## src/rtl/i2c_mtx_pkg.sv

```systemverilog
package i2c_mtx_pkg;
  typedef enum logic [2:0] {
    ST_IDLE, ST_START, ST_HOLD, ST_BLO, ST_BHI, ST_STOPA, ST_STOPB, ST_STOPC
  } mtx_state_e;
endpackage

```

## src/rtl/i2c_mtx_tick.sv

```systemverilog
// Half-period timebase: counts system clocks while a timed phase runs.
module i2c_mtx_tick #(
  parameter int HALF = 4
) (
  input  logic clk,
  input  logic rst_n,
  input  logic run,
  output logic last,
  output logic mid
);
  localparam int CW = (HALF > 2) ? $clog2(HALF) : 1;
  localparam logic [CW-1:0] LAST_V = CW'(HALF - 1);
  localparam logic [CW-1:0] MID_V  = CW'(HALF / 2);

  logic [CW-1:0] cnt_q;

  always_ff @(posedge clk or negedge rst_n) begin
    if (!rst_n)             cnt_q <= '0;
    else if (!run || last)  cnt_q <= '0;
    else                    cnt_q <= cnt_q + 1'b1;
  end

  assign last = run && (cnt_q == LAST_V);
  assign mid  = run && (cnt_q == MID_V);

  AST_NO_BACK_TO_BACK_LAST: assert property (@(posedge clk) disable iff (!rst_n)
    last |=> !last);
endmodule

```

## src/rtl/i2c_mtx_hold.sv

```systemverilog
// One-entry transmit holding register with a valid/ready input side.
module i2c_mtx_hold #(
  parameter int DW = 8
) (
  input  logic          clk,
  input  logic          rst_n,
  input  logic          in_valid,
  output logic          in_ready,
  input  logic [DW-1:0] in_data,
  input  logic          take,
  output logic [DW-1:0] out_data,
  output logic          full
);
  always_ff @(posedge clk or negedge rst_n) begin
    if (!rst_n) begin
      full     <= 1'b0;
      out_data <= '0;
    end else if (in_valid && in_ready) begin
      full     <= 1'b1;
      out_data <= in_data;
    end else if (take) begin
      full     <= 1'b0;
    end
  end

  assign in_ready = !full;

  AST_TAKE_ONLY_WHEN_FULL: assert property (@(posedge clk) disable iff (!rst_n)
    take |-> full);
  AST_ACCEPT_BLOCKS_NEXT: assert property (@(posedge clk) disable iff (!rst_n)
    (in_valid && in_ready) |=> !in_ready);
endmodule

```

## src/rtl/i2c_master_tx.sv

```systemverilog
module i2c_master_tx #(
  parameter int HALF_CYC = 4,
  parameter int DW       = 8
) (
  input  logic          clk,
  input  logic          rst_n,
  input  logic          cmd_wr,
  input  logic          cmd_busy,
  input  logic          cmd_ss,
  input  logic          acken_wr,
  input  logic          acken_val,
  input  logic          tx_valid,
  output logic          tx_ready,
  input  logic [DW-1:0] tx_data,
  input  logic          irq_clr,
  output logic          irq,
  output logic          ack_stat,
  output logic          bus_busy,
  output logic          scl_oe,
  output logic          sda_oe,
  input  logic          sda_in
);
  import i2c_mtx_pkg::*;

  localparam int BCW = $clog2(DW + 1);
  localparam logic [BCW-1:0] SLOT = BCW'(DW);

  mtx_state_e     st_q, st_d;
  logic [DW-1:0]  sh_q;
  logic [BCW-1:0] bcnt_q;
  logic           flag_q, ack_q, busy_q;
  logic           load, t_run, t_last, t_mid;
  logic           hold_full;
  logic [DW-1:0]  hold_data;
  logic           byte_end, cmd_start, cmd_stop;

  assign cmd_start = cmd_wr &&  cmd_busy && !cmd_ss;
  assign cmd_stop  = cmd_wr && !cmd_busy && !cmd_ss;

  assign t_run = (st_q != ST_IDLE) && (st_q != ST_HOLD);

  i2c_mtx_tick #(.HALF(HALF_CYC)) u_tick (
    .clk(clk), .rst_n(rst_n), .run(t_run), .last(t_last), .mid(t_mid)
  );

  i2c_mtx_hold #(.DW(DW)) u_hold (
    .clk(clk), .rst_n(rst_n), .in_valid(tx_valid), .in_ready(tx_ready),
    .in_data(tx_data), .take(load), .out_data(hold_data), .full(hold_full)
  );

  assign byte_end = (st_q == ST_BHI) && t_last && (bcnt_q == SLOT);

  always_comb begin
    st_d = st_q;
    load = 1'b0;
    case (st_q)
      ST_IDLE:  if (cmd_start) st_d = ST_START;
      ST_START: if (t_last) st_d = ST_HOLD;
      ST_HOLD: begin
        if (cmd_stop) st_d = ST_STOPA;
        else if (!flag_q && hold_full) begin
          load = 1'b1;
          st_d = ST_BLO;
        end
      end
      ST_BLO:   if (t_last) st_d = ST_BHI;
      ST_BHI:   if (t_last) st_d = (bcnt_q == SLOT) ? ST_HOLD : ST_BLO;
      ST_STOPA: if (t_last) st_d = ST_STOPB;
      ST_STOPB: if (t_last) st_d = ST_STOPC;
      ST_STOPC: if (t_last) st_d = ST_IDLE;
      default:  st_d = ST_IDLE;
    endcase
  end

  always_ff @(posedge clk or negedge rst_n) begin
    if (!rst_n) begin
      st_q   <= ST_IDLE;
      sh_q   <= '0;
      bcnt_q <= '0;
      flag_q <= 1'b0;
      ack_q  <= 1'b0;
      busy_q <= 1'b0;
    end else begin
      st_q <= st_d;
      if (load) begin
        sh_q   <= hold_data;
        bcnt_q <= '0;
      end else if ((st_q == ST_BHI) && t_last && (bcnt_q != SLOT)) begin
        sh_q   <= {sh_q[DW-2:0], 1'b0};
        bcnt_q <= bcnt_q + 1'b1;
      end
      if (byte_end)     flag_q <= 1'b1;
      else if (irq_clr) flag_q <= 1'b0;
      if ((st_q == ST_BHI) && t_mid && (bcnt_q == SLOT)) ack_q <= sda_in;
      else if (acken_wr && !acken_val)                   ack_q <= 1'b0;
      if ((st_q == ST_IDLE) && cmd_start)      busy_q <= 1'b1;
      else if ((st_q == ST_STOPC) && t_last)   busy_q <= 1'b0;
    end
  end

  assign scl_oe = (st_q == ST_HOLD) || (st_q == ST_BLO) || (st_q == ST_STOPA);

  always_comb begin
    case (st_q)
      ST_START, ST_HOLD, ST_STOPA, ST_STOPB: sda_oe = 1'b1;
      ST_BLO, ST_BHI: sda_oe = (bcnt_q == SLOT) ? 1'b0 : !sh_q[DW-1];
      default: sda_oe = 1'b0;
    endcase
  end

  assign irq      = flag_q;
  assign ack_stat = ack_q;
  assign bus_busy = busy_q;

  AST_SDA_STEADY_WHILE_HIGH: assert property (@(posedge clk) disable iff (!rst_n)
    ((st_q == ST_BHI) && ($past(st_q) == ST_BHI)) |-> $stable(sda_oe));
  AST_FLAG_STICKY: assert property (@(posedge clk) disable iff (!rst_n)
    (irq && !irq_clr) |=> irq);
  AST_FLAG_GATES_BYTE: assert property (@(posedge clk) disable iff (!rst_n)
    ((st_q == ST_HOLD) && irq) |=> ((st_q == ST_HOLD) || (st_q == ST_STOPA)));
  AST_ACK_CHANGES_ONLY_IN_SLOT: assert property (@(posedge clk) disable iff (!rst_n)
    !$stable(ack_stat) |-> (($past(st_q) == ST_BHI) || $past(acken_wr)));
  AST_IDLE_LINES_RELEASED: assert property (@(posedge clk) disable iff (!rst_n)
    !bus_busy |-> (!scl_oe && !sda_oe));
endmodule

```

## config.mk

```make
export PLATFORM = sky130hd
export DESIGN_NAME = i2c_master_tx
export DESIGN_NICKNAME = d
export VERILOG_FILES = /design/src/rtl/i2c_mtx_pkg.sv /design/src/rtl/i2c_mtx_tick.sv /design/src/rtl/i2c_mtx_hold.sv /design/src/rtl/i2c_master_tx.sv
export SDC_FILE = /design/constraint.sdc
export NUM_CORES = 1
export LEC_CHECK = 0
export CORE_MARGIN = 2
export CORE_UTILIZATION = 50
export DETAILED_ROUTE_END_ITERATION = 8
export PLACE_DENSITY = 0.86
export SLEW_MARGIN = 40
export SYNTH_ARGS = -nofsm -noshare
export SYNTH_HDL_FRONTEND = slang
export SYNTH_SLANG_ARGS = --single-unit
```

## constraint.sdc

```tcl
create_clock -name clk -period 2.9 [get_ports clk]
set_input_delay 0.435 -clock clk [delete_from_list [all_inputs] [get_ports clk]]
set_output_delay 0.435 -clock clk [all_outputs]
set_load 0.05 [all_outputs]
```

# Word level (Yosys, flattened, before mapping)
# Cells that the tools add are included.
# totals
ram_bits	0
mem_bits_ro	0
latch_bits	0
register_bits	29
mem_count	0
output_inout_bits	6
elab_cells	97
# op_classes
eq_ne	20
n_reduce_logical	37
n_lt_le_gt_ge	0
shifts	0
bitwise	0
addsub	2
muxes	29
n_mul	0
n_div	0
# op_table
op	count
3-bit two-way mux	9
3-bit case mux with 8 select lines	1
1-bit logical AND	17
8-bit two-way mux	2
2-bit != test (second input constant)	7
1-bit two-way mux	13
3-bit == test (second input constant)	4
2-bit nonzero test	5
4-bit two-way mux	2
8-bit AND reduction	1
1-bit logical NOT	7
3-bit by 2-bit == test with 1-bit output (second input constant)	2
4-bit by 1-bit adder with 4-bit output (second input constant)	1
2-bit == test (second input constant)	2
4-bit == test (second input constant)	1
4-bit != test (second input constant)	1
4-bit OR reduction	1
3-bit by 1-bit == test with 1-bit output (second input constant)	1
3-bit logical NOT	1
1-bit logical OR	3
3-bit by 2-bit != test with 1-bit output (second input constant)	1
3-bit != test (second input constant)	1
3-bit nonzero test	1
2-bit by 1-bit adder with 2-bit output (second input constant)	1
other kinds (3)	3

# Longest topological paths before layout
# logic_depth
ltp_word	7
ltp_mapped	6

# Modules after synthesis
# From an unflattened synthesis, not the netlist that was laid out.
# unflattened
cells_unflattened	128
hier_area_um2	1492.7
# modules_own_cells
module	seq_area_each_um2	cells_each	instances	area_per_inst_um2
i2c_master_tx	450.4	98	1	1002.2
i2c_mtx_hold	225.2	21	1	374.1
i2c_mtx_tick	50.0	9	1	116.4

# Worst setup path after synthesis
# Ideal clock, no wire load.
# synth_timing
kind	flip-flop to output port
startpoint	register bcnt_q[0]
endpoint	output sda_oe
path_slack_ns	0.567
stages_incl_launch_ff	6
arrival_time_ns	1.898
cell_sequence	dfrtp_1 -> inv_1 -> ha_1 -> nand3b_4 -> nand2_1 -> o21ai_0
# synth_via
elab_chain_len	3
# synth_rtl
item	line_no	source
start: declaration	i2c_master_tx.sv:30	logic [BCW-1:0] bcnt_q;
start signal: assignment	i2c_master_tx.sv:90	bcnt_q <= bcnt_q + 1'b1;
4-bit == test	i2c_master_tx.sv:106	ST_BLO, ST_BHI: sda_oe = (bcnt_q == SLOT) ? 1'b0 : !sh_q[DW-1];
1-bit two-way mux	i2c_master_tx.sv:106	
1-bit case mux with 2 select lines	i2c_master_tx.sv:104	case (st_q)
end: declaration	i2c_master_tx.sv:20	output logic sda_oe,
# No other way between the ends.

# Worst setup path after layout
# Same ends and word-level chain as after synthesis.

==> results.json <==
{
  "rsz0062_at_grt": "no",
  "die_area_um2": 3390,
  "power.static_leakage_nw": 0.798,
  "synth-warning-count": 0,
  "die_width_um": 58.2,
  "count_leader_synth": "sky130_fd_sc_hd__dfrtp_1",
  "worstSetupStartpoint": "bcnt_q[0]",
  "timing.setup.critical_path_class": "register to output pin",
  "holdCritStartpoint": "u_tick.cnt_q[0]",
  "remaining_drc_errors": 0,
  "synth-edff-count": 0,
  "root_buffer": "sky130_fd_sc_hd__clkbuf_4",
  "synth_area_leader_cell": "sky130_fd_sc_hd__dfrtp_1",
  "tritoncts_num_sinks": 29,
  "worst_skew_pair.late_latency_ns": 0.32,
  "row_count": 19,
  "initial_core_util": 0.529,
  "cts_max_path_buffers": 2,
  "numCtsBuffers": 5,
  "vias": 1029,
  "avgSynthCellArea_um2": 10.7,
  "maximum_clock_rate_mhz": 373,
  "crit_buf_inv": 2,
  "global_route.overflow_total": 0,
  "postCtsSetupRepairBufs": 0,
  "outcome": "finished clean",
  "actual_slew_at_the_worst_max_slew_pin_ns": 0.727,
  "final-hold-violation-count": 0,
  "drt_iter0_markers": 38,
  "antenna_violating_nets_remaining": 0,
  "yosys-top-cells-area": "sky130_fd_sc_hd__dfrtp_1 49%, sky130_fd_sc_hd__mux2_2 5.4%, sky130_fd_sc_hd__mux2i_1 4.8%",
  "yosysSeqAreaShare": 0.493,
  "syn-num-nets": 159,
  "end_kind": "output pin",
  "number_of_cells_in_the_finished_layout_apart_from_fillers": 193,
  "worst_r2r_startpoint": "bcnt_q[0]",
  "crit_path_max_incr_delay_ns": 0.83,
  "hold_class": "register to register",
  "most_used_flip_flop_cell_after_synthesis": "sky130_fd_sc_hd__dfrtp_1",
  "slew_violations": 0,
  "final-setup-viol-count": 0,
  "number_of_buffers_inserted_by_hold_repair_at_cts": 0,
  "worst_ep_arrival_time_ns": 2.24,
  "htree_num_levels": 2,
  "cts_resized": 0,
  "postRouteWirelength_um": 2550,
  "synth.cells.most_frequent": "29 x sky130_fd_sc_hd__dfrtp_1, 17 x sky130_fd_sc_hd__nor2_1, 12 x sky130_fd_sc_hd__a21oi_1",
  "routability_driven_placement_congestion_ratio": 0.824,
  "grt_use_total": 0.181,
  "layout_min_cycle_time_ns": 2.68,
  "skew_ns": 0.00664,
  "drive_above_1_share": 0.136,
  "core_um2": 2780,
  "avgRoutedWirePerCell_um": 13.2,
  "vdd.ir_drop.worst_v": 0.000777,
  "post_synth_instance_area_um2": 1470,
  "critPathTopFamily": "buffers and inverters",
  "critPathRequiredTime_ns": 2.47,
  "slowest_stage": "sky130_fd_sc_hd__clkdlybuf4s50_1",
  "detail_route.first_pass.iterations": 4,
  "synthArstFlopShare": 1.00,
  "cts_tree": "yes",
  "synth_cell_types": 34,
  "hpwl_um": 1930,
  "grt_antenna_before_repair": 0,
  "critical_path.max_fanout": 6,
  "drt-vias-per-instance": 5.33,
  "drv.max_cap_violation_count": 0,
  "floorplan.die.height_um": 58.2,
  "grt_pass1_wl_um": 4550,
  "vias_in_the_first_global_route": 1040,
  "port_buffers": 23,
  "dp_cells": 186,
  "start_kind": "register",
  "min_period_over_period": 0.924,
  "timing.slew.headroom": 0.514,
  "path_cells": "inv_1 -> ha_1 -> nand3b_4 -> nand2_1 -> o21ai_0 -> clkdlybuf4s50_1",
  "io-pin-count": 24,
  "count_of_state_elements_after_synthesis": 29,
  "finalSetupTns_ns": 0,
  "powerDensity_nw_per_um2": 946,
  "postSynthCellCount": 137,
  "areaGrowthSynthToFinish_pct": 19.7,
  "worst_setup_hold_path_clk_slew_ns": 0.08,
  "yosysTopAreaCellShare": 0.493,
  "finish.net_count": 184,
  "pin_count_of_the_biggest_net_entering_global_routing": 30,
  "insertedDiodeCount": 0
}
## metal layers
metal	routed length, um	track usage	vias up
met2	1280	0.294	24
li1	-	-	524
met4	34	0.0764	0
met1	1120	0.218	477
met5	0	0	-
met3	123	0.0670	4
## placed cells by master (no fill, tap or decap), types with 2 or more instances in the layout
cell | Yosys | layout
sky130_fd_sc_hd__nand3_1 | 6 | 6
sky130_fd_sc_hd__nor3_1 | 2 | 2
sky130_fd_sc_hd__xor2_1 | 3 | 3
sky130_fd_sc_hd__o21ai_0 | 9 | 9
sky130_fd_sc_hd__clkbuf_4 | 0 | 5
sky130_fd_sc_hd__dfrtp_1 | 29 | 29
sky130_fd_sc_hd__mux2_2 | 7 | 7
sky130_fd_sc_hd__nand2_1 | 8 | 8
sky130_fd_sc_hd__a21oi_1 | 12 | 12
sky130_fd_sc_hd__inv_1 | 8 | 8
sky130_fd_sc_hd__nor2_1 | 17 | 17
sky130_fd_sc_hd__mux2i_1 | 7 | 7
sky130_fd_sc_hd__ha_1 | 4 | 4
sky130_fd_sc_hd__xnor2_1 | 2 | 2
sky130_fd_sc_hd__clkdlybuf4s50_1 | 0 | 23
## layout make-up
type                    count  area, um^2
clock buffers               7        55.1
fillers                   226        1020
inverters                   8        30.0
multi-input cells          94         674
flip-flops and latches     29         726
well taps                  31        38.8
repair buffers             24         238
## through the flow
stage	utilization	cell area [um^2]	setup slack [ns]	hold WS, ns	power (mW)
floorplan	-	1470	0.567	0.139	1.26
global placement	0.614	1710	0.691	0.456	1.39
detailed placement	0.614	1710	0.554	0.472	1.44
CTS	0.633	1760	0.195	0.484	1.69
global route	0.633	1760	0.0659	0.506	1.80
finish	0.633	1760	0.221	0.476	1.67
## cells by family after synthesis
kind of cell / Yosys count / synth area share
mux: 14 / 0.101
xor+xnor: 5 / 0.0298
flops: 29 / 0.493
compound gates: 26 / 0.101
simple gates: 45 / 0.192
buf+inv: 14 / 0.0485
fa+ha+maj: 4 / 0.0340
## power by group
part | leakage [nW] | internal, mW | switching [mW]
combinational | 0.418 | 0.311 | 0.373
clock | 0.0314 | 0.114 | 0.127
sequential | 0.349 | 0.575 | 0.165
## sequential cells by signal, indices dropped and copies added, names as in the netlist
name,cells
u_hold.out_data,8
u_tick.cnt_q,2
u_hold.full,1
bcnt_q,4
ack_stat,1
sh_q,8
bus_busy,1
irq,1
st_q,3
## final timing paths
path	to	slack (ns)	cells past startpoint
min in group asynchronous	u_tick.cnt_q[0]	0.49	2
worst max-delay path	sda_oe	0.22	6
worst max register to register	ack_stat	1.22	6
max in group asynchronous	sh_q[5]	2.14	2
worst min-delay path	u_tick.cnt_q[0]	0.48	1
worst min register to register	u_tick.cnt_q[0]	0.48	1
## worst register-to-register path, delay by kind of cell, from the launching register on
kind            cells  cell delay (ns)
flops               1             0.41
buf+inv             1             0.11
simple gates        2             0.49
fa+ha+maj           1             0.21
compound gates      2             0.36
(Power assumes the default switching activity.)
